==> config.mk <==
export PLATFORM = sky130hd
export DESIGN_NAME = tick_timer
export DESIGN_NICKNAME = d
export VERILOG_FILES = /design/src/rtl/timer_pkg.sv /design/src/rtl/timer_prescaler.sv /design/src/rtl/timer_datapath.sv /design/src/rtl/timer_ctrl.sv /design/src/rtl/tick_timer.sv
export SDC_FILE = /design/constraint.sdc
export NUM_CORES = 1
export LEC_CHECK = 0
export BUFFER_PORTS_ARGS = -buffer_cell sky130_fd_sc_hd__buf_2
export CAP_MARGIN = 20
export CORE_ASPECT_RATIO = 2
export CORE_MARGIN = 10
export CORE_UTILIZATION = 57
export DETAILED_ROUTE_END_ITERATION = 6
export PLACE_DENSITY = 0.88
export SKIP_LAST_GASP = 1
export SLEW_MARGIN = 30
export SYNTH_ARGS = -nofsm -noshare
export SYNTH_HDL_FRONTEND = slang
export SYNTH_SLANG_ARGS = --single-unit
==> constraint.sdc <==
create_clock -name clk -period 2.95 [get_ports clk]
set_input_delay 0.1475 -clock clk [delete_from_list [all_inputs] [get_ports clk]]
set_output_delay 0.1475 -clock clk [all_outputs]
set_load 0.02 [all_outputs]
==> src/rtl/timer_pkg.sv <==
package timer_pkg;

  localparam int CODE_W = 4;
  localparam int NFLAG  = 2;

  localparam int OFF_CTRL = 'h00;
  localparam int OFF_CMD  = 'h04;
  localparam int OFF_STAT = 'h08;
  localparam int OFF_IEN  = 'h0C;
  localparam int OFF_IF   = 'h10;
  localparam int OFF_IFS  = 'h14;
  localparam int OFF_IFC  = 'h18;
  localparam int OFF_TOP  = 'h1C;
  localparam int OFF_CNT  = 'h24;

  typedef struct packed {
    logic [CODE_W-1:0] presc;
    logic [1:0]        clkSrc;
    logic              oneShot;
    logic [1:0]        mode;
  } tmrCfg_t;

  typedef struct packed {
    logic start;
    logic stop;
    logic load;
  } tmrStrobe_t;

endpackage

==> src/rtl/timer_prescaler.sv <==
module timer_prescaler
  import timer_pkg::*;
#(
  parameter int CW = CODE_W
) (
  input  logic          clk,
  input  logic          rstN,
  input  logic          enable,
  input  logic          restart,
  input  logic [CW-1:0] code,
  output logic          tick
);

  localparam int DIV_W = (1 << CW) - 1;

  logic [DIV_W-1:0] pCnt;
  logic [DIV_W-1:0] mask;

  always_comb begin
    mask = ~({DIV_W{1'b1}} << code);
    tick = enable && ((pCnt & mask) == mask);
  end

  always_ff @(posedge clk) begin
    if (!rstN || restart) pCnt <= '0;
    else if (enable)      pCnt <= pCnt + 1'b1;
  end

endmodule

==> src/rtl/timer_datapath.sv <==
module timer_datapath
  import timer_pkg::*;
#(
  parameter int CNT_W = 16
) (
  input  logic             clk,
  input  logic             rstN,
  input  tmrCfg_t          cfg,
  input  logic [CNT_W-1:0] top,
  input  tmrStrobe_t       strobe,
  input  logic [CNT_W-1:0] loadVal,
  output logic [CNT_W-1:0] cnt,
  output logic             running,
  output logic             ovfEvt,
  output logic             unfEvt
);

  logic tick;
  logic countDown;
  logic srcOk;
  logic atTop;
  logic atZero;
  logic [CNT_W-1:0] cntNext;

  assign srcOk = (cfg.clkSrc == 2'd0);

  timer_prescaler #(.CW(CODE_W)) u_presc (
    .clk    (clk),
    .rstN   (rstN),
    .enable (running && srcOk),
    .restart(strobe.start),
    .code   (cfg.presc),
    .tick   (tick)
  );

  always_comb begin
    countDown = (cfg.mode == 2'd1);
    atTop     = (cnt == top);
    atZero    = (cnt == '0);
    ovfEvt    = tick && !strobe.load && !countDown && atTop;
    unfEvt    = tick && !strobe.load && countDown && atZero;
    cntNext   = cnt;
    if (strobe.load) begin
      cntNext = loadVal;
    end else if (tick) begin
      if (countDown) cntNext = atZero ? top : cnt - 1'b1;
      else           cntNext = atTop ? '0 : cnt + 1'b1;
    end
  end

  always_ff @(posedge clk) begin
    if (!rstN) begin
      cnt     <= '0;
      running <= 1'b0;
    end else begin
      cnt <= cntNext;
      if (strobe.stop)                                running <= 1'b0;
      else if (strobe.start)                          running <= 1'b1;
      else if (cfg.oneShot && (ovfEvt || unfEvt))     running <= 1'b0;
    end
  end

endmodule

==> src/rtl/timer_ctrl.sv <==
module timer_ctrl
  import timer_pkg::*;
#(
  parameter int CNT_W  = 16,
  parameter int ADDR_W = 8
) (
  input  logic              clk,
  input  logic              rstN,
  input  logic              regWe,
  input  logic [ADDR_W-1:0] regAddr,
  input  logic [31:0]       regWdata,
  output logic [31:0]       regRdata,
  input  logic [CNT_W-1:0]  cnt,
  input  logic              running,
  input  logic              ovfEvt,
  input  logic              unfEvt,
  output tmrCfg_t           cfg,
  output logic [CNT_W-1:0]  top,
  output tmrStrobe_t        strobe,
  output logic [CNT_W-1:0]  loadVal,
  output logic [NFLAG-1:0]  flags,
  output logic [NFLAG-1:0]  ien,
  output logic              irq
);

  function automatic logic hit(input logic [ADDR_W-1:0] a, input int off);
    return a == ADDR_W'(off);
  endfunction

  logic [NFLAG-1:0] setBits;
  logic [NFLAG-1:0] clrBits;
  logic [NFLAG-1:0] hwBits;
  logic [NFLAG-1:0] flagsNext;
  logic unusedWdata;

  assign unusedWdata = &{1'b0, regWdata[31:28], regWdata[23:18]};
  assign loadVal     = regWdata[CNT_W-1:0];

  always_comb begin
    strobe.start = regWe && hit(regAddr, OFF_CMD) && regWdata[0];
    strobe.stop  = regWe && hit(regAddr, OFF_CMD) && regWdata[1];
    strobe.load  = regWe && hit(regAddr, OFF_CNT);
    setBits   = (regWe && hit(regAddr, OFF_IFS)) ? regWdata[NFLAG-1:0] : '0;
    clrBits   = (regWe && hit(regAddr, OFF_IFC)) ? regWdata[NFLAG-1:0] : '0;
    hwBits    = {unfEvt, ovfEvt};
    flagsNext = ((flags | setBits) & ~clrBits) | hwBits;
  end

  always_ff @(posedge clk) begin
    if (!rstN) begin
      cfg   <= '0;
      top   <= '1;
      ien   <= '0;
      flags <= '0;
    end else begin
      flags <= flagsNext;
      if (regWe && hit(regAddr, OFF_CTRL)) begin
        cfg.presc   <= regWdata[27:24];
        cfg.clkSrc  <= regWdata[17:16];
        cfg.oneShot <= regWdata[4];
        cfg.mode    <= regWdata[1:0];
      end
      if (regWe && hit(regAddr, OFF_TOP)) top <= regWdata[CNT_W-1:0];
      if (regWe && hit(regAddr, OFF_IEN)) ien <= regWdata[NFLAG-1:0];
    end
  end

  always_comb begin
    regRdata = '0;
    if (hit(regAddr, OFF_CTRL)) begin
      regRdata[27:24] = cfg.presc;
      regRdata[17:16] = cfg.clkSrc;
      regRdata[4]     = cfg.oneShot;
      regRdata[1:0]   = cfg.mode;
    end else if (hit(regAddr, OFF_STAT)) begin
      regRdata[0] = running;
    end else if (hit(regAddr, OFF_IEN)) begin
      regRdata[NFLAG-1:0] = ien;
    end else if (hit(regAddr, OFF_IF)) begin
      regRdata[NFLAG-1:0] = flags;
    end else if (hit(regAddr, OFF_TOP)) begin
      regRdata[CNT_W-1:0] = top;
    end else if (hit(regAddr, OFF_CNT)) begin
      regRdata[CNT_W-1:0] = cnt;
    end
  end

  assign irq = |(flags & ien);

endmodule

==> src/rtl/tick_timer.sv <==
module tick_timer
  import timer_pkg::*;
#(
  parameter int CNT_W  = 16,
  parameter int ADDR_W = 8
) (
  input  logic              clk,
  input  logic              rstN,
  input  logic              regWe,
  input  logic [ADDR_W-1:0] regAddr,
  input  logic [31:0]       regWdata,
  output logic [31:0]       regRdata,
  output logic              irq
);

  tmrCfg_t          cfg;
  tmrStrobe_t       strobe;
  logic [CNT_W-1:0] top;
  logic [CNT_W-1:0] loadVal;
  logic [CNT_W-1:0] cnt;
  logic             running;
  logic             ovfEvt;
  logic             unfEvt;
  logic [NFLAG-1:0] flags;
  logic [NFLAG-1:0] ien;

  timer_ctrl #(.CNT_W(CNT_W), .ADDR_W(ADDR_W)) u_ctrl (
    .clk     (clk),
    .rstN    (rstN),
    .regWe   (regWe),
    .regAddr (regAddr),
    .regWdata(regWdata),
    .regRdata(regRdata),
    .cnt     (cnt),
    .running (running),
    .ovfEvt  (ovfEvt),
    .unfEvt  (unfEvt),
    .cfg     (cfg),
    .top     (top),
    .strobe  (strobe),
    .loadVal (loadVal),
    .flags   (flags),
    .ien     (ien),
    .irq     (irq)
  );

  timer_datapath #(.CNT_W(CNT_W)) u_dp (
    .clk    (clk),
    .rstN   (rstN),
    .cfg    (cfg),
    .top    (top),
    .strobe (strobe),
    .loadVal(loadVal),
    .cnt    (cnt),
    .running(running),
    .ovfEvt (ovfEvt),
    .unfEvt (unfEvt)
  );

endmodule

# After elaboration in Yosys (flattened, before gate mapping)
# Index checks and enable logic that the tools add are counted.
# classes
bitwise_logic,8
reduce_logical,29
addsub,3
n_mux,23
n_eq_ne,11
shifts,1
# ops
cell,n
16-bit 2-to-1 mux,7
8-bit by 5-bit equality test with 1-bit output (second input constant),4
14-bit 2-to-1 mux,2
1-bit logical AND,17
16-bit by 1-bit adder with 16-bit output (second input constant),1
16-bit equality test,1
8-bit by 4-bit equality test with 1-bit output (second input constant),2
16-bit logical NOT,1
16-bit by 1-bit subtractor with 16-bit output (second input constant),1
15-bit by 1-bit adder with 15-bit output (second input constant),1
15-bit AND,1
15-bit equality test,1
15-bit 2-to-1 mux,1
15-bit NOT,1
15-bit by 4-bit << shifter with 15-bit output (first input constant),1
2-bit 2-to-1 mux,7
11-bit 2-to-1 mux,1
8-bit by 3-bit equality test with 1-bit output (second input constant),1
8-bit by 6-bit equality test with 1-bit output (second input constant),1
8-bit logical NOT,1
2-bit AND,2
1-bit 2-to-1 mux,4
4-bit 2-to-1 mux,1
2-bit bitwise OR,2
8 further kinds,13
# totals
out_inout_bits,33
reg_bits,61
word_cells,85

# Logic depth before layout (Yosys ltp)
# Gate-level depths: netlist of the first run.
# depth
depth_word,12
ltp_mapped,10
depth_no_buf,8

# Modules after synthesis
# A second synthesis of the first run with hierarchy kept.
# unflattened
hier_cells,599
hier_area_um2,4623.2
# modules_own_cells
mod,area_each_um2,cells_each,n_inst
timer_datapath,1993.2,288,1
timer_ctrl,1767.9,207,1
timer_prescaler,862.1,104,1

# Worst setup path after synthesis of the first run
# No wires, ideal clock.
# synth_timing
path_kind,register -> register
from,reg u_dp.cnt[1]
to,reg u_dp.cnt[9]
stages_incl_launch_ff,11
slack_ns,0.920
period_less_slack_ns,2.030
required_ns,2.822
setup_ns,0.128
arrival_ns,1.903
n_path_buf,2
path_cell_list,dfxtp_1 -> clkbuf_1 -> inv_1 -> ha_1 -> nor2b_1 -> nand4_1 -> clkbuf_1 -> o21ai_0 -> a21o_1 -> a32oi_1 -> o21ai_1
# synth_via
elab_chain_len,5
# synth_rtl
item,line_no,text
"start, declared",timer_datapath.sv:12,"output logic [CNT_W-1:0] cnt,"
"start signal, assigned",timer_datapath.sv:56,cnt <= cntNext;
"16-bit by 1-bit adder with 16-bit output, or another cell as far along",timer_datapath.sv:47,else cntNext = atTop ? '0 : cnt + 1'b1;
"16-bit 2-to-1 mux, on equally long branches","timer_datapath.sv:47, timer_datapath.sv:46",
16-bit 2-to-1 mux *,timer_datapath.sv:46,if (countDown) cntNext = atZero ? top : cnt - 1'b1;
16-bit 2-to-1 mux *,timer_datapath.sv:45,end else if (tick) begin
16-bit 2-to-1 mux *,timer_datapath.sv:43,if (strobe.load) begin
# Mark *: on every way between the ends. The rest lies on a longest branch, timed or not. The select of a mux whose other input is x is not followed.
# A chain may end at the register's enable or synchronous reset.

# Final worst setup path of the first run
# layout_timing
from,reg u_dp.running
to,reg u_dp.cnt[3]
# layout_via
elab_chain_len,3
# layout_rtl
item,line_no,text
"start, declared",timer_datapath.sv:13,"output logic running,"
"start signal, assigned",timer_datapath.sv:54,running <= 1'b0;
"start signal, assigned",timer_datapath.sv:57,if (strobe.stop) running <= 1'b0;
"start signal, assigned",timer_datapath.sv:58,else if (strobe.start) running <= 1'b1;
1-bit logical AND,timer_datapath.sv:30,".enable (running && srcOk),"
1-bit logical AND,timer_prescaler.sv:21,tick = enable && ((pCnt & mask) == mask);
2-bit nonzero test (no source line),-,
# Every way passes these cells.

==> results of run 1 <==
-- per-layer routing --
metal / track usage, % / vias to the layer above
met4: 17.0 / 0
met3: 5.32 / 67
met1: 22.3 / 2197
met5: 0 / -
met2: 44.9 / 201
li1: - / 2078
-- final cells by class --
type	instances	area, um2	area share [%]
inverter	12	45.0	0.922
clock inverter	6	62.6	1.28
sequential	61	1220	25.0
multi-input combinational	436	2760	56.5
tap	92	115	2.36
timing repair buffer	77	440	9.01
clock buffer	10	239	4.89
-- worst register-to-register path, delay by kind of cell, from the launching register on --
kind / cells / cell delay [ns]
flops: 1 / 0.38
compound gates: 3 / 0.89
simple gates: 3 / 1.05
-- final timing paths --
check | startpoint | endpoint | slack [ns] | cells after the start
min reg2reg | u_ctrl.cfg[2] | u_ctrl.cfg[2] | 0.49 | 2
max reg2reg | u_dp.running | u_dp.cnt[3] | 0.52 | 6
min | regWdata[9] | u_ctrl.top[9] | 0.02 | 3
max | u_dp.running | u_dp.cnt[3] | 0.52 | 6
-- cell usage after synthesis (7+ instances only) --
| cell | number | area (um2) |
|---|---|---|
| o21ai_1 | 18 | 90.1 |
| o21ai_0 | 7 | 35.0 |
| a32oi_1 | 11 | 96.3 |
| xor2_1 | 15 | 131 |
| nand4_1 | 13 | 81.3 |
| nor2_1 | 39 | 146 |
| or3_1 | 7 | 43.8 |
| clkbuf_1 | 28 | 105 |
| nand3_1 | 37 | 185 |
| buf_2 | 7 | 35.0 |
| a21oi_1 | 17 | 85.1 |
| dfxtp_1 | 61 | 1220 |
| xnor2_1 | 36 | 315 |
| a21boi_0 | 8 | 60.1 |
| o211ai_1 | 7 | 52.6 |
| buf_4 | 11 | 82.6 |
| nor3_1 | 18 | 90.1 |
| inv_1 | 12 | 45.0 |
| and2_1 | 10 | 62.6 |
| nand2_1 | 68 | 255 |
| a22o_1 | 15 | 131 |
-- where the power goes --
part           total, uW  internal, uW  leakage (uW)  switching (uW)
logic               99.5          32.1       0.00134            67.4
clock network       1090           673      0.000140             416
registers            827           825      0.000492            1.93
-- flip-flops by register name (all words and copies together) (netlist names) --
name               count
u_ctrl.ien             2
u_dp.cnt              16
u_ctrl.flags           2
u_dp.running           1
u_ctrl.top            16
u_dp.u_presc.pCnt     15
u_ctrl.cfg             9
-- cell families after synthesis --
group,after synthesis,synth area share (%)
compound gates,133,22.8
mux,6,1.44
flops,61,28.7
other cells,1,0.0881
fa+ha+maj,4,1.18
buf+inv,64,7.17
simple gates,232,28.1
xor+xnor,51,10.5
-- per-stage QoR --
stage / utilization [%] / setup WS, ns / hold WS [ns] / std cells / total power [uW]
2_1_floorplan: - / 0.920 / 0.272 / 561 / 908
3_3_place_gp: 63.1 / 0.622 / 0.372 / 678 / 940
3_5_place_dp: 63.1 / 0.546 / 0.380 / 678 / 942
4_1_cts: 67.2 / 0.576 / 0.0275 / 694 / 2010
5_1_grt: 67.2 / 0.412 / 0.0481 / 694 / 2060
6_report: 67.2 / 0.517 / 0.0209 / 694 / 2010
==> results.toml, run 1 <==
[clock_tree]
root_buffer = "clkbuf_16"
cts.sinks = 61
ctsResizeCount = 0
ctsHtreeMaxLevel = 3
clk_latency_ns = 0.35
post_cts_buffers = 0
numCtsBuffers = 9
tritoncts = "done"
ctsLongestPathBuffers = 2
clk_pin_slew_worst_paths_ns = 0.06
hold_buffers = 0

[detailed_routing]
vias = 4543
drc = 0
wl_met2_um = 7630
avgRoutedWirePerCell_um = 20.1
drtAntennaViolNets = 0
drt_iter0_drc = 319
wl_met1_um = 4690
routed-wl-met3_um = 739
vias_per_cell = 6.55
wirelength_um = 14000
highest_layer = "met4"
dr.pass1.iters = 5

[yosys]
async_flop_share_pct = 0
netlist_area_um2 = 4260
yosysSeqAreaShare_pct = 28.7
synth_cell_types = 71
synth.avg_cell_area_um2 = 7.71
ys_seq_elements = 61
syn-instance-count = 552
synth-edff-count = 0
ys.flop_type = "dfxtp_1"
ys_warn_count = 0

[worst_setup_path]
path_cells = "nor3b_4 -> o221ai_1 -> nor4_1 -> o21ai_2 -> and2_1 -> a221o_1"
crit_fanout = 19
worstSetupStartpointType = "flip-flop"
crit_buf_inv = 0
endpoint_kind = "flip-flop"
worst_ep_required_time_ns = 3.18
worstSetupPathType = "flip-flop to flip-flop"
slowest_delay_ns = 0.39
critPathTopFamily = "simple AND/OR/NAND/NOR gates"
critPathArrivalTime_ns = 2.67
cpMaxStageDelayCell = "nor4_1"

[run_status]
status = "completed"

[sta]
rsz0062_at_grt = "no"
slew_violations = 0
max_freq_mhz = 411
worst-slew-pin-transition_ns = 0.893
relSlewSlack_pct = 40.5
layout_worst_path_cycle_share_pct = 82.5
min_period_ns = 2.43
finClkSkew_ns = 0.00667
setup_tns_ns = 0
final-hold-violation-count = 0
finalSetupViolCount = 0

[placement]
placed_area_um2 = 4580
globalplace.congestion = 0.982
hpwl_um = 10100
io_buffers = 55

[power]
ir_drop_mv = 0.346
power_leakage_uw = 0.00197
power_density_nw_per_um2 = 412

[floorplan]
die_w_um = 81.1
dieArea_um2 = 11500
die_y_um = 142
rows = 44
initial_utilization_pct = 58.6
pin_count = 76
coreArea_um2 = 7270

[global_route]
grt_max_degree = 37
track_usage_pct = 24.4
antenna_found_initial = 0
grt_pass1_vias = 4629
grt_overflow = 0
grt_pass1_wl_um = 22200

[cells_and_area]
antenna_cells = 0
final_cell_mix = "nand2_1 (68), dfxtp_1 (61), buf_2 (55)"
nets = 644
syn_to_final_growth_pct = 14.8
layout.cells.most_common = "nand2_1"
design_area_um2 = 4890
drive_gt1_share_pct = 17.4
fillerInstances = 645

[hold_path]
hold_path.class = "input pin to flip-flop"

[flow_run]
drv_cap = 0
Note: power is estimated with default switching activity, not from simulation.
==> inputs of run 2 (changes only) <==
==> constraint.sdc (replaced) <==
create_clock -name clk -period 2.3 [get_ports clk]
set_input_delay 0.115 -clock clk [delete_from_list [all_inputs] [get_ports clk]]
set_output_delay 0.115 -clock clk [all_outputs]
set_load 0.02 [all_outputs]
==> run 2 against run 1 <==
- die area unchanged
- highest routed layer unchanged
- worst hold slack got worse by 0.021 ns
- power increased by 39%
- sequential share of layout area decreased by 1.3 points
- critical path type unchanged
- final area increased by 5.3%
- non-clock buffer count increased by 23
- combinational power increased by 35%
- clock skew about the same
==> results.toml, run 2 (synthesis gave the netlist of run 1 again) <==
[global_route]
top_usage_layer = "met2"
met3_usage_pct = 5.19
grt_overflow = 0
use_met2_pct = 47.9
track_usage_pct = 25.6
grt_pass1_wl_um = 23100
grt_max_degree = 23
use_met1_pct = 24.3
grt_pass1_vias = 4546
antenna_found_initial = 0

[worst_setup_path]
worst_ep_required_time_ns = 2.52
cpMaxStageDelayCell = "nor4_2"
path_cells = "buf_4 -> xnor2_1 -> nand4_1 -> nor4_2 -> nor2_1 -> buf_4 -> nor3b_1 -> a31oi_1"
endpoint_kind = "flip-flop"
worstSetupStartpointType = "flip-flop"
worstSetupPathType = "flip-flop to flip-flop"
slowest_delay_ns = 0.46
crit_top_cell = "buf_4"
critPathArrivalTime_ns = 2.41
crit_fanout = 11

[clock_tree]
post_cts_buffers = 0
numCtsBuffers = 9
ctsResizeCount = 0
clk_pin_slew_worst_paths_ns = 0.06
ctsLongestPathBuffers = 2
ctsHtreeMaxLevel = 3
cts.sinks = 61
root_buffer = "clkbuf_16"
tritoncts = "done"
hold_buffers = 0
clk_latency_ns = 0.34

[cells_and_area]
multiInputGateArea_um2 = 2790
design_area_um2 = 5150
layout.cells.most_common = "nand2_1"
final_cell_mix = "nand2_1 (68), dfxtp_1 (61), buf_2 (55)"
antenna_cells = 0
nets = 667
drive_gt1_share_pct = 20.6
fillerInstances = 633
seq_area_um2 = 1220
top_regs = "u_ctrl.top x16, u_dp.cnt x16, u_dp.u_presc.pCnt x15"
syn_to_final_growth_pct = 20.9

[sta]
rsz0062_at_grt = "yes"
finalSetupViolCount = 0
setup_slack_ns = 0.103
max_freq_mhz = 455
min_period_ns = 2.20
worst-slew-pin-transition_ns = 0.724
relSlewSlack_pct = 51.6
slew_violations = 0
final-hold-violation-count = 0
layout_worst_path_cycle_share_pct = 95.5
finClkSkew_ns = 0.00633
hold_slack_ns = 0.00000469

[floorplan]
rows = 44
die_w_um = 81.1
coreArea_um2 = 7270
pin_count = 76
die_y_um = 142
initial_utilization_pct = 58.6
dieArea_um2 = 11500

[power]
power_density_nw_per_um2 = 544
ir_drop_mv = 0.364
power_leakage_uw = 0.00213

[hold_path]
hold_path.class = "input pin to flip-flop"

[placement]
hpwl_um = 11000
globalplace.congestion = 0.974
io_buffers = 55
placed_area_um2 = 4770
place_ws_ns = 0.154

[detailed_routing]
drtAntennaViolNets = 0
avgRoutedWirePerCell_um = 20.5
vias = 4555
vias_per_cell = 6.35
drc = 0
wirelength_um = 14700
drt_iter0_drc = 308
dr.pass1.iters = 5

[run_status]
status = "completed"

[flow_run]
drv_cap = 0
## run 2: changes by cell type in the layout (fill, tap and decap cells not counted), moves of 2 or more
cell | previous run | this run
clkinv_4 | 0 | 3
clkinvlp_4 | 3 | 1
bufinv_16 | 1 | 3
clkinv_2 | 2 | 0
buf_4 | 22 | 44
## run 2: layout make-up
class,count,share of cell area (%)
clock buffer,9,4.38
clock inverter,7,2.41
inverter,12,0.875
multi-input combinational,436,54.2
sequential,61,23.7
tap,92,2.24
timing repair buffer,100,12.2
## run 2: where the power goes
group | total (uW) | switching [uW] | internal (uW)
registers | 1060 | 2.02 | 1060
logic | 134 | 89.5 | 44.6
clock network | 1600 | 541 | 1060
## run 2: final timing paths
check / start / to / slack, ns / depth (start not counted)
worst max-delay path: u_dp.cnt[3] / u_dp.running / 0.10 / 8
worst min-delay path: regWdata[12] / u_ctrl.top[12] / 0.000005 / 3
worst max register to register: u_dp.cnt[3] / u_dp.running / 0.10 / 8
worst min register to register: u_ctrl.cfg[2] / u_ctrl.cfg[2] / 0.50 / 2
## run 2: critical path, delay by kind of cell (launching register included)
family	cells	cell delay, ns
AOI/OAI and AO/OA	1	0.13
xor gates and xnor gates	1	0.13
buffers and inverters	2	0.40
DFF	1	0.38
and+or+nand+nor	4	1.03
## run 2: metrics by stage
stage | std cells | TNS (ns) | power [uW] | utilization, %
after floorplan | 561 | 0 | 1170 | -
after global placement | 701 | 0 | 1210 | 65.6
after detailed placement | 701 | 0 | 1210 | 65.6
after CTS | 717 | 0 | 2790 | 70.4
after global routing | 717 | -0.00753 | 2860 | 70.8
final | 717 | 0 | 2800 | 70.8
## run 2: routing by layer
layer  wire, um  share of wire (%)  vias up
met4        741                5.0        0
met2       8330                 57      218
li1           -                  -     2112
met3        757                5.1       59
met1       4900                 33     2166
met5          0                  0        -
==> inputs of run 3 (changes only) <==
--- a/config.mk
+++ b/config.mk
@@ -12,6 +12,7 @@
 export CORE_UTILIZATION = 57
 export DETAILED_ROUTE_END_ITERATION = 6
 export PLACE_DENSITY = 0.88
+export REMOVE_ABC_BUFFERS = 1
 export SKIP_LAST_GASP = 1
 export SLEW_MARGIN = 30
 export SYNTH_ARGS = -nofsm -noshare
==> run 3 against run 2 <==
- power decreased by 8.3%
- setup slack better by 0.074 ns
- combinational power is essentially flat
- via count increased by 1.6%
- routed wire length shrank 0.75%
- worst hold slack improved by 0.011 ns
- critical path depth is 2 lower
- global-route usage decreased by 0.43 points
- non-clock buffer count decreased by 3
- sequential power hardly changed
- final area shrank 2.0%
- critical endpoint is now u_dp.cnt[3]
- largest cell class unchanged
==> results.toml, run 3 (synthesis gave the netlist of run 1 again) <==
[clock_tree]
numCtsBuffers = 9
cts.sinks = 61
clk_latency_ns = 0.33
ctsHtreeMaxLevel = 3
root_buffer = "clkbuf_16"
tritoncts = "done"
clk_pin_slew_worst_paths_ns = 0.06
ctsLongestPathBuffers = 2

[global_route]
track_usage_pct = 25.2
grt_max_degree = 21
grt_pass1_wl_um = 22800
grt_pass1_vias = 4756
antenna_found_initial = 0
grt_overflow = 0

[worst_setup_path]
worst_ep_required_time_ns = 2.51
critPathTopFamily = "compound AO/OA/AOI/OAI gates"
crit_buf_inv = 0
r2r_end = "u_dp.cnt[3]"
timing.rr.start = "u_ctrl.cfg[6]"
critPathArrivalTime_ns = 2.34
worstSetupStartpointType = "flip-flop"
crit_fanout = 7
endpoint_kind = "flip-flop"
worstSetupPathType = "flip-flop to flip-flop"
rrSetupSlack_ns = 0.18
slowest_delay_ns = 0.49
cpMaxStageDelayCell = "a2111oi_2"
r2r_cells = 6
path_cells = "nor2_1 -> o221ai_1 -> a2111oi_2 -> o21ai_2 -> and2_1 -> a221o_1"

[floorplan]
die_y_um = 142
dieArea_um2 = 11500
pin_count = 76
coreArea_um2 = 7270
initial_utilization_pct = 58.6
rows = 44
die_w_um = 81.1

[detailed_routing]
drtAntennaViolNets = 0
dr.pass1.iters = 5
vias = 4627
avgRoutedWirePerCell_um = 20.5
vias_per_cell = 6.49
drt_iter0_drc = 356
wirelength_um = 14600
drc = 0

[run_status]
status = "completed"

[hold_path]
hold_end = "u_ctrl.top[8]"
hold_path.class = "input pin to flip-flop"
hold_path_depth = 3
hold_path.startpoint = "regWdata[8]"

[sta]
slew_violations = 0
finClkSkew_ns = 0.00776
final-hold-violation-count = 0
finalSetupViolCount = 0
max_freq_mhz = 471
setup_slack_ns = 0.176
layout_worst_path_cycle_share_pct = 92.3
rsz0062_at_grt = "no"
worst-slew-pin-transition_ns = 0.600
relSlewSlack_pct = 60.0
setup_tns_ns = 0
min_period_ns = 2.12

[flow_run]
drv_cap = 0

[power]
power_leakage_uw = 0.00208
power_density_nw_per_um2 = 509
power_uw = 2570
ir_drop_mv = 0.494

[placement]
hpwl_um = 11000
place_inst = 698
place_ws_ns = 0.176
globalplace.congestion = 1.01
io_buffers = 55

[cells_and_area]
syn_to_final_growth_pct = 18.6
final_util_pct = 69.4
top_regs = "u_ctrl.top x16, u_dp.cnt x16, u_dp.u_presc.pCnt x15"
nets = 664
antenna_cells = 0
drive_gt1_share_pct = 20.1
layout.cells.most_common = "nand2_1"
final_cell_mix = "nand2_1 (68), dfxtp_1 (61), buf_2 (55)"
layoutNonFillerInstCount = 713
run 3: timing repair:
item                       4_1_cts  5_1_grt
setup endpoints to repair        0        1
setup buffers                    0        0
gates resized for setup          0        1
hold buffers                     0        0
hold endpoints to repair         0        0
run 3: worst min-delay path, delay by kind of cell:
family                 cells  cell delay, ns
AND/OR/NAND/NOR            2            0.11
buffers and inverters      1            0.09
run 3: worst max path at each step:
stage	slack, ns	end	cells past startpoint	start
floorplan	0.13	u_dp.cnt[15]	6	u_dp.cnt[2]
global placement	0.25	u_dp.cnt[14]	7	u_dp.cnt[3]
detailed placement	0.18	u_dp.cnt[0]	7	u_ctrl.cfg[6]
CTS	0.17	u_dp.cnt[3]	6	u_ctrl.cfg[6]
global route	0.02	u_dp.cnt[0]	7	u_ctrl.cfg[6]
finish	0.18	u_dp.cnt[3]	6	u_ctrl.cfg[6]
run 3: layout make-up:
cell class,instances,area [um2]
inverter,12,45.0
timing repair buffer,97,591
clock inverter,4,47.5
clock buffer,11,253
fill,623,2220
tap,92,115
sequential,61,1220
multi-input combinational,436,2770
run 3: per-layer routing:
layer | share of wire (%) | vias up | GRT usage (%)
met5 | 0 | - | 0
met4 | 6.0 | 0 | 16.3
met3 | 6.5 | 86 | 5.00
met2 | 55 | 283 | 47.0
met1 | 33 | 2151 | 23.4
li1 | - | 2107 | -
run 3: per-stage QoR:
stage	hold slack [ns]	area, um2
after floorplan	0.187	4030
after global placement	0.339	4740
after detailed placement	0.349	4740
after CTS	0.00428	5040
after global routing	0.0261	5040
final	0.0113	5040
run 3: power by group:
group / total [uW] / leakage [uW] / switching [uW] / internal, uW
combinational: 134 / 0.00144 / 89.2 / 44.9
clock: 1370 / 0.000147 / 486 / 887
sequential: 1060 / 0.000492 / 2.03 / 1060
total: 2570 / 0.00208 / 577 / 1990
